`src/rtl/vecPrefixPkg.sv`:
```
package vecPrefixPkg;
  localparam int BYTE_W = 8;
  localparam int MAP_W  = 5;
  localparam int SRC_W  = 5;
  localparam int LEN_W  = 2;
  localparam int MASK_W = 3;

  typedef enum logic [1:0] {KIND_VEX2, KIND_VEX3, KIND_EVEX} kindT;

  // Capture strobes from control to datapath
  typedef struct packed {
    logic capP0;
    logic capP1;
    logic capP2;
    logic capOp;
  } strobeT;

  function automatic logic [BYTE_W-1:0] ppToPrefix(input logic [1:0] pp);
    case (pp)
      2'd1:    return 8'h66;
      2'd2:    return 8'hF3;
      2'd3:    return 8'hF2;
      default: return 8'h00;
    endcase
  endfunction
endpackage

```
`src/rtl/vecPrefixCtrl.sv`:
```
module vecPrefixCtrl
  import vecPrefixPkg::*;
#(
  parameter logic [BYTE_W-1:0] LEAD_VEX2 = 8'hC5,
  parameter logic [BYTE_W-1:0] LEAD_VEX3 = 8'hC4,
  parameter logic [BYTE_W-1:0] LEAD_EVEX = 8'h62
) (
  input  logic              clk,
  input  logic              rstN,
  input  logic              startIn,
  input  logic [BYTE_W-1:0] leadByte,
  input  logic              byteValid,
  output logic              byteReady,
  output strobeT            strb,
  output kindT              kindQ,
  output logic              doneOut
);
  typedef enum logic [1:0] {ST_IDLE, ST_PAYLOAD, ST_OPCODE, ST_DONE} stateT;
  stateT state;
  logic [1:0] slot;
  logic [1:0] lastSlot;
  logic leadOk;
  kindT leadKind;
  logic fire;

  always_comb begin
    leadOk   = 1'b1;
    leadKind = KIND_VEX2;
    if (leadByte == LEAD_VEX2)      leadKind = KIND_VEX2;
    else if (leadByte == LEAD_VEX3) leadKind = KIND_VEX3;
    else if (leadByte == LEAD_EVEX) leadKind = KIND_EVEX;
    else                            leadOk   = 1'b0;
  end

  assign lastSlot  = (kindQ == KIND_EVEX) ? 2'd2 : 2'd1;
  assign byteReady = (state == ST_PAYLOAD) || (state == ST_OPCODE);
  assign fire      = byteValid && byteReady;
  assign doneOut   = (state == ST_DONE);

  always_comb begin
    strb.capP0 = (state == ST_PAYLOAD) && fire && (slot == 2'd0);
    strb.capP1 = (state == ST_PAYLOAD) && fire && (slot == 2'd1);
    strb.capP2 = (state == ST_PAYLOAD) && fire && (slot == 2'd2);
    strb.capOp = (state == ST_OPCODE) && fire;
  end

  always_ff @(posedge clk) begin
    if (!rstN) begin
      state <= ST_IDLE;
      slot  <= 2'd0;
      kindQ <= KIND_VEX2;
    end else begin
      case (state)
        ST_IDLE:
          if (startIn && leadOk) begin
            kindQ <= leadKind;
            // the short form's only payload byte shares layout with slot 1
            slot  <= (leadKind == KIND_VEX2) ? 2'd1 : 2'd0;
            state <= ST_PAYLOAD;
          end
        ST_PAYLOAD:
          if (fire) begin
            if (slot == lastSlot) state <= ST_OPCODE;
            else                  slot  <= slot + 2'd1;
          end
        ST_OPCODE:
          if (fire) state <= ST_DONE;
        default:
          state <= ST_IDLE;
      endcase
    end
  end

  // Checker: bytes accepted since start must match the form
  logic [2:0] acceptCnt;
  always_ff @(posedge clk) begin
    if (!rstN)                                        acceptCnt <= 3'd0;
    else if (state == ST_IDLE && startIn && leadOk)   acceptCnt <= 3'd0;
    else if (fire)                                    acceptCnt <= acceptCnt + 3'd1;
  end

  AST_BYTE_COUNT: assert property (@(posedge clk) disable iff (!rstN)
    doneOut |-> acceptCnt == ((kindQ == KIND_EVEX) ? 3'd4 :
                              (kindQ == KIND_VEX3) ? 3'd3 : 3'd2));

  AST_ONE_SLOT: assert property (@(posedge clk) disable iff (!rstN)
    $onehot0({strb.capP0, strb.capP1, strb.capP2, strb.capOp}));
endmodule

```
`src/rtl/vecPrefixDatapath.sv`:
```
module vecPrefixDatapath
  import vecPrefixPkg::*;
(
  input  logic              clk,
  input  logic              rstN,
  input  strobeT            strb,
  input  kindT              kind,
  input  logic [BYTE_W-1:0] byteData,
  output logic              encBad,
  output logic              extR,
  output logic              extX,
  output logic              extB,
  output logic              extRHi,
  output logic              wBit,
  output logic [SRC_W-1:0]  srcReg,
  output logic [LEN_W-1:0]  vecLen,
  output logic [BYTE_W-1:0] mandPrefix,
  output logic [MAP_W-1:0]  opMap,
  output logic              isEvex,
  output logic              zeroMask,
  output logic              bcastRc,
  output logic [MASK_W-1:0] maskReg,
  output logic [BYTE_W-1:0] opcode
);
  logic [BYTE_W-1:0] p0, p1, p2;

  always_ff @(posedge clk) begin
    if (!rstN) begin
      p0 <= '0; p1 <= '0; p2 <= '0; opcode <= '0;
    end else begin
      if (strb.capP0) p0     <= byteData;
      if (strb.capP1) p1     <= byteData;
      if (strb.capP2) p2     <= byteData;
      if (strb.capOp) opcode <= byteData;
    end
  end

  always_comb begin
    // fields common to every form live in p1
    wBit       = p1[7];
    srcReg     = {1'b0, ~p1[6:3]};
    vecLen     = {1'b0, p1[2]};
    mandPrefix = ppToPrefix(p1[1:0]);
    extR       = ~p0[7];
    extX       = ~p0[6];
    extB       = ~p0[5];
    extRHi     = 1'b0;
    opMap      = p0[MAP_W-1:0];
    isEvex     = 1'b0;
    zeroMask   = 1'b0;
    bcastRc    = 1'b0;
    maskReg    = '0;
    encBad     = 1'b0;
    case (kind)
      KIND_VEX2: begin
        wBit  = 1'b0;
        extR  = ~p1[7];
        extX  = 1'b0;
        extB  = 1'b0;
        opMap = MAP_W'(1);
      end
      KIND_VEX3: begin
        encBad = (p0[4:0] == 5'd0);
      end
      default: begin
        extRHi   = ~p0[4];
        opMap    = MAP_W'(p0[2:0]);
        srcReg   = {~p2[3], ~p1[6:3]};
        vecLen   = p2[6:5];
        isEvex   = 1'b1;
        zeroMask = p2[7];
        bcastRc  = p2[4];
        maskReg  = p2[2:0];
        encBad   = p0[3] || !p1[2] || (p2[6:5] == 2'b11) || (p0[2:0] == 3'd0);
      end
    endcase
  end

  AST_R_UNINVERT: assert property (@(posedge clk) disable iff (!rstN)
    strb.capP0 |=> extR == !$past(byteData[7]));

  AST_OPCODE_HELD: assert property (@(posedge clk) disable iff (!rstN)
    !strb.capOp |=> $stable(opcode));
endmodule

```
`src/rtl/vecPrefixParser.sv`:
```
module vecPrefixParser
  import vecPrefixPkg::*;
#(
  parameter logic [7:0] LEAD_VEX2 = 8'hC5,
  parameter logic [7:0] LEAD_VEX3 = 8'hC4,
  parameter logic [7:0] LEAD_EVEX = 8'h62
) (
  input  logic       clk,
  input  logic       rstN,
  input  logic       startIn,
  input  logic [7:0] leadByte,
  input  logic       byteValid,
  input  logic [7:0] byteData,
  output logic       byteReady,
  output logic       resultValid,
  output logic       invalidOut,
  output logic       extR,
  output logic       extX,
  output logic       extB,
  output logic       extRHi,
  output logic       wBit,
  output logic [4:0] srcReg,
  output logic [1:0] vecLen,
  output logic [7:0] mandPrefix,
  output logic [4:0] opMap,
  output logic       isEvex,
  output logic       zeroMask,
  output logic       bcastRc,
  output logic [2:0] maskReg,
  output logic [7:0] opcode
);
  strobeT strb;
  kindT   kindQ;
  logic   doneQ;
  logic   encBad;

  vecPrefixCtrl #(
    .LEAD_VEX2(LEAD_VEX2), .LEAD_VEX3(LEAD_VEX3), .LEAD_EVEX(LEAD_EVEX)
  ) i_ctrl (
    .clk(clk), .rstN(rstN), .startIn(startIn), .leadByte(leadByte),
    .byteValid(byteValid), .byteReady(byteReady), .strb(strb),
    .kindQ(kindQ), .doneOut(doneQ)
  );

  vecPrefixDatapath i_dp (
    .clk(clk), .rstN(rstN), .strb(strb), .kind(kindQ), .byteData(byteData),
    .encBad(encBad), .extR(extR), .extX(extX), .extB(extB), .extRHi(extRHi),
    .wBit(wBit), .srcReg(srcReg), .vecLen(vecLen), .mandPrefix(mandPrefix),
    .opMap(opMap), .isEvex(isEvex), .zeroMask(zeroMask), .bcastRc(bcastRc),
    .maskReg(maskReg), .opcode(opcode)
  );

  assign resultValid = doneQ && !encBad;
  assign invalidOut  = doneQ && encBad;

  AST_STROBE_SINGLE: assert property (@(posedge clk) disable iff (!rstN)
    (resultValid || invalidOut) |=> !(resultValid || invalidOut));

  AST_IDLE_AT_STROBE: assert property (@(posedge clk) disable iff (!rstN)
    (resultValid || invalidOut) |-> !byteReady);

  AST_LEN_LEGAL: assert property (@(posedge clk) disable iff (!rstN)
    resultValid |-> vecLen != 2'b11);

  AST_MAP_NONZERO: assert property (@(posedge clk) disable iff (!rstN)
    resultValid |-> opMap != 5'd0);
endmodule

```
`config.mk`:
```
export PLATFORM = sky130hd
export DESIGN_NAME = vecPrefixParser
export DESIGN_NICKNAME = d
export VERILOG_FILES = /design/src/rtl/vecPrefixPkg.sv /design/src/rtl/vecPrefixCtrl.sv /design/src/rtl/vecPrefixDatapath.sv /design/src/rtl/vecPrefixParser.sv
export SDC_FILE = /design/constraint.sdc
export NUM_CORES = 1
export LEC_CHECK = 0
export BUFFER_PORTS_ARGS = -buffer_cell sky130_fd_sc_hd__buf_2
export CORE_MARGIN = 5
export CORE_UTILIZATION = 47
export DETAILED_ROUTE_END_ITERATION = 8
export GPL_TIMING_DRIVEN = 0
export PLACE_DENSITY = 0.78
export RECOVER_POWER = 50
export SLEW_MARGIN = 20
export SYNTH_ARGS = -nofsm -noshare
export SYNTH_HDL_FRONTEND = slang
export SYNTH_SLANG_ARGS = --single-unit
```
`constraint.sdc`:
```
create_clock -name clk -period 2.9 [get_ports clk]
set_clock_uncertainty 0.1 [all_clocks]
set_input_delay 0.58 -clock clk [delete_from_list [all_inputs] [get_ports clk]]
set_output_delay 0.58 -clock clk [all_outputs]
set_load 0.05 [all_outputs]
```
==> flow_metrics.env <==
export IMPL_path_clk_slew_ps=70
export IMPL_worstReg2RegEnd="i_ctrl.state[0]"
export IMPL_syn_area_um2=1900
export IMPL_diodes=0
export IMPL_die_w_um=73.5
export IMPL_ys_flop_type="dfxtp_1"
export IMPL_cap_violations=0
export IMPL_yosysMostFrequentCell="nand2_1"
export IMPL_grt_antenna_before_repair=0
export IMPL_cts_sinks=38
export IMPL_synth_commonest_cells="nand2_1 (64), dfxtp_1 (38), a21oi_1 (35)"
export IMPL_path_max_fanout=3
export IMPL_synthCells=248
export IMPL_grt_max_degree=13
export IMPL_port_buffers=60
export IMPL_start_util=0.481
export IMPL_drv_slew=0
export IMPL_startpoint_type="flop"
export IMPL_p_leak_uw=0.000896
export IMPL_overflow=0
export IMPL_rr_worst_depth=7
export IMPL_worst_pin_slew_ps=614
export IMPL_yosysWarnings=0
export IMPL_swShare=0.232
export IMPL_synth_top_area_frac=0.401
export IMPL_holdCritPathClass="flop to flop"
export IMPL_max_freq_mhz=411
export IMPL_track_usage=0.182
export IMPL_power_per_cell_area_nw_per_um2=412
export IMPL_hold_depth=2
export IMPL_finalCriticalPeriod_ps=2430
export IMPL_drt_first_pass_iters=4
export IMPL_status="completed"
export IMPL_drc=0
export IMPL_cts_root_buffer="clkbuf_8"
export IMPL_hold_buffers=0
export IMPL_timing_setup_tns_ps=0
export IMPL_hold_path_startpoint="i_dp.p2[0]"
export IMPL_nFillCells=393
export IMPL_nNetsFinal=343
export IMPL_worst_hold_path_endpoint="i_dp.p2[0]"
export IMPL_reg2reg_slack_ps=590
export IMPL_rows=23
export IMPL_final_util=0.585
export IMPL_wl_per_cell_um=12.8
export IMPL_totalWireLength_um=4670
export IMPL_hpwl_um=3540
export IMPL_required_ps=2220
export IMPL_cts_made_buffers=5
export IMPL_register_area_um2=761
export IMPL_arrival_ps=1750
export IMPL_synth_seq_area_share=0.401
export IMPL_ys_async_sr_fraction=0
export IMPL_slew_headroom=0.592
export IMPL_place_congestion=0.820
export IMPL_cell_internal_pwr_uw=729
export IMPL_synth_seq_cells=38
export IMPL_drtIter0Drc=96
export IMPL_p_seq_frac=0.550
export IMPL_die_y_um=73.5
export IMPL_syn_avg_cell_area_um2=7.65
export IMPL_io_pins=62
export IMPL_cts_max_path_buffers=2
export IMPL_synth_area_leaders="dfxtp_1 (40%), nand2_1 (13%), a21oi_1 (9.2%)"
export IMPL_grt_pass1_vias=1739
export IMPL_ant_nets=0
export IMPL_cts_resized=0
export IMPL_htree_num_levels=2
export IMPL_area_growth_synth_to_final_pct=21.5
export IMPL_synth_area_leader_cell="dfxtp_1"
export IMPL_tritoncts="yes"
export IMPL_p_switching_uw=220
export IMPL_regToRegStartpoint="i_ctrl.state[0]"
export IMPL_p_clk_frac=0.400
export IMPL_min_period_over_period=0.839
export IMPL_hold_violations=0
export IMPL_multi_input_area_um2=998
export IMPL_postCtsSetupRepairBufs=0
export IMPL_setup_viol=0
export IMPL_p_comb_frac=0.051
export IMPL_max_vdd_ir_drop_v=0.000264
export IMPL_syn_nets=276
export IMPL_num_vias=1853
export IMPL_clkLatencyLatePin_ps=290
export IMPL_crit_type="flop to output pin"
export IMPL_synth_cell_types=35
export IMPL_die_area_um2=5410
export IMPL_worstSetupEndpointType="output pin"
export IMPL_rsz0062_at_grt="no"
export IMPL_coreArea_um2=3940
export IMPL_detail_route_vias_per_cell=5.06
export IMPL_grt_pass1_wl_um=7720
export IMPL_synth_edf_count=0
export IMPL_layout_drive_gt1_share=0.171
## area by class of cell
type                    count  area share
well taps                  50      0.0271
flip-flops and latches     38       0.330
inverters                  13      0.0212
multi-input cells         182       0.433
plain buffers              15      0.0309
clock buffers               6      0.0358
clock inverters             2     0.00543
repair buffers             60       0.116
## worst max-delay path by stage
stage,from,endpoint,slack (ps),depth (start not counted)
6_report,i_dp.p0[0],invalidOut,470,5
3_5_place_dp,leadByte[3],i_ctrl.state[0],560,6
5_1_grt,i_dp.p0[0],invalidOut,370,5
2_1_floorplan,i_ctrl.state[0],i_ctrl.state[0],470,7
3_3_place_gp,leadByte[3],i_ctrl.state[0],590,6
4_1_cts,i_dp.p0[0],invalidOut,490,5
## power groups by stage
stage | clock (uW) | sequential (uW) | combinational, uW
finish | 379 | 522 | 48.1
global route | 404 | 522 | 52.0
floorplan | 0 | 534 | 21.7
global placement | 0 | 534 | 48.1
CTS | 383 | 522 | 48.3
detailed placement | 0 | 534 | 48.1
## critical path, cell delays in order (launching register included)
cell	delay [ps]
dfxtp_1	330
nor3_1	380
a31oi_1	160
nor2_1	190
and2_1	150
buf_2	250
## registers in the layout, summed over array words and instances (netlist names)
register	cells
i_dp.p1	8
i_dp.opcode	8
i_ctrl.slot	2
i_ctrl.kindQ	2
i_ctrl.state	2
i_dp.p2	8
i_dp.p0	8
## per-layer routing
metal / track usage / vias up / part of all wire
li1: - / 950 / -
met1: 0.235 / 837 / 0.45
met2: 0.293 / 58 / 0.46
met3: 0.0369 / 8 / 0.071
met4: 0.0765 / 0 / 0.020
met5: 0 / - / 0
## per-stage QoR
step | hold slack [ps] | total power, uW | cell area, um2 | instances | setup slack (ps)
after floorplan | 332 | 556 | 1900 | 248 | 474
after global routing | 373 | 977 | 2300 | 366 | 368
after global placement | 340 | 582 | 2260 | 358 | 594
after CTS | 355 | 953 | 2350 | 366 | 489
after detailed placement | 344 | 582 | 2260 | 358 | 565
final | 355 | 949 | 2300 | 366 | 467
## cell usage in the layout, fill, tap and decap left out, types with 6 or more instances in the layout
master | netlist | routed
inv_1 | 12 | 12
nand2_1 | 64 | 64
buf_2 | 0 | 34
nor2_1 | 10 | 10
a21oi_1 | 35 | 35
dfxtp_1 | 38 | 38
ha_1 | 8 | 8
clkbuf_1 | 11 | 37
o21ai_0 | 6 | 6
nand3_1 | 8 | 8
and2_1 | 10 | 10
clkbuf_8 | 0 | 6
nor2b_1 | 10 | 10
## kinds of logic (layout without fill, tap and decap cells)
| family | Yosys count | after routing | share of synthesized area |
|---|---|---|---|
| other | 1 | 1 | 0.00198 |
| buffers and inverters | 28 | 96 | 0.0633 |
| DFF | 38 | 38 | 0.401 |
| adders and majority gates | 8 | 8 | 0.0528 |
| AOI/OAI and AO/OA | 51 | 51 | 0.162 |
| muxes | 3 | 3 | 0.0158 |
| and+or+nand+nor | 119 | 119 | 0.303 |
Power figures use the tool's default switching activity.
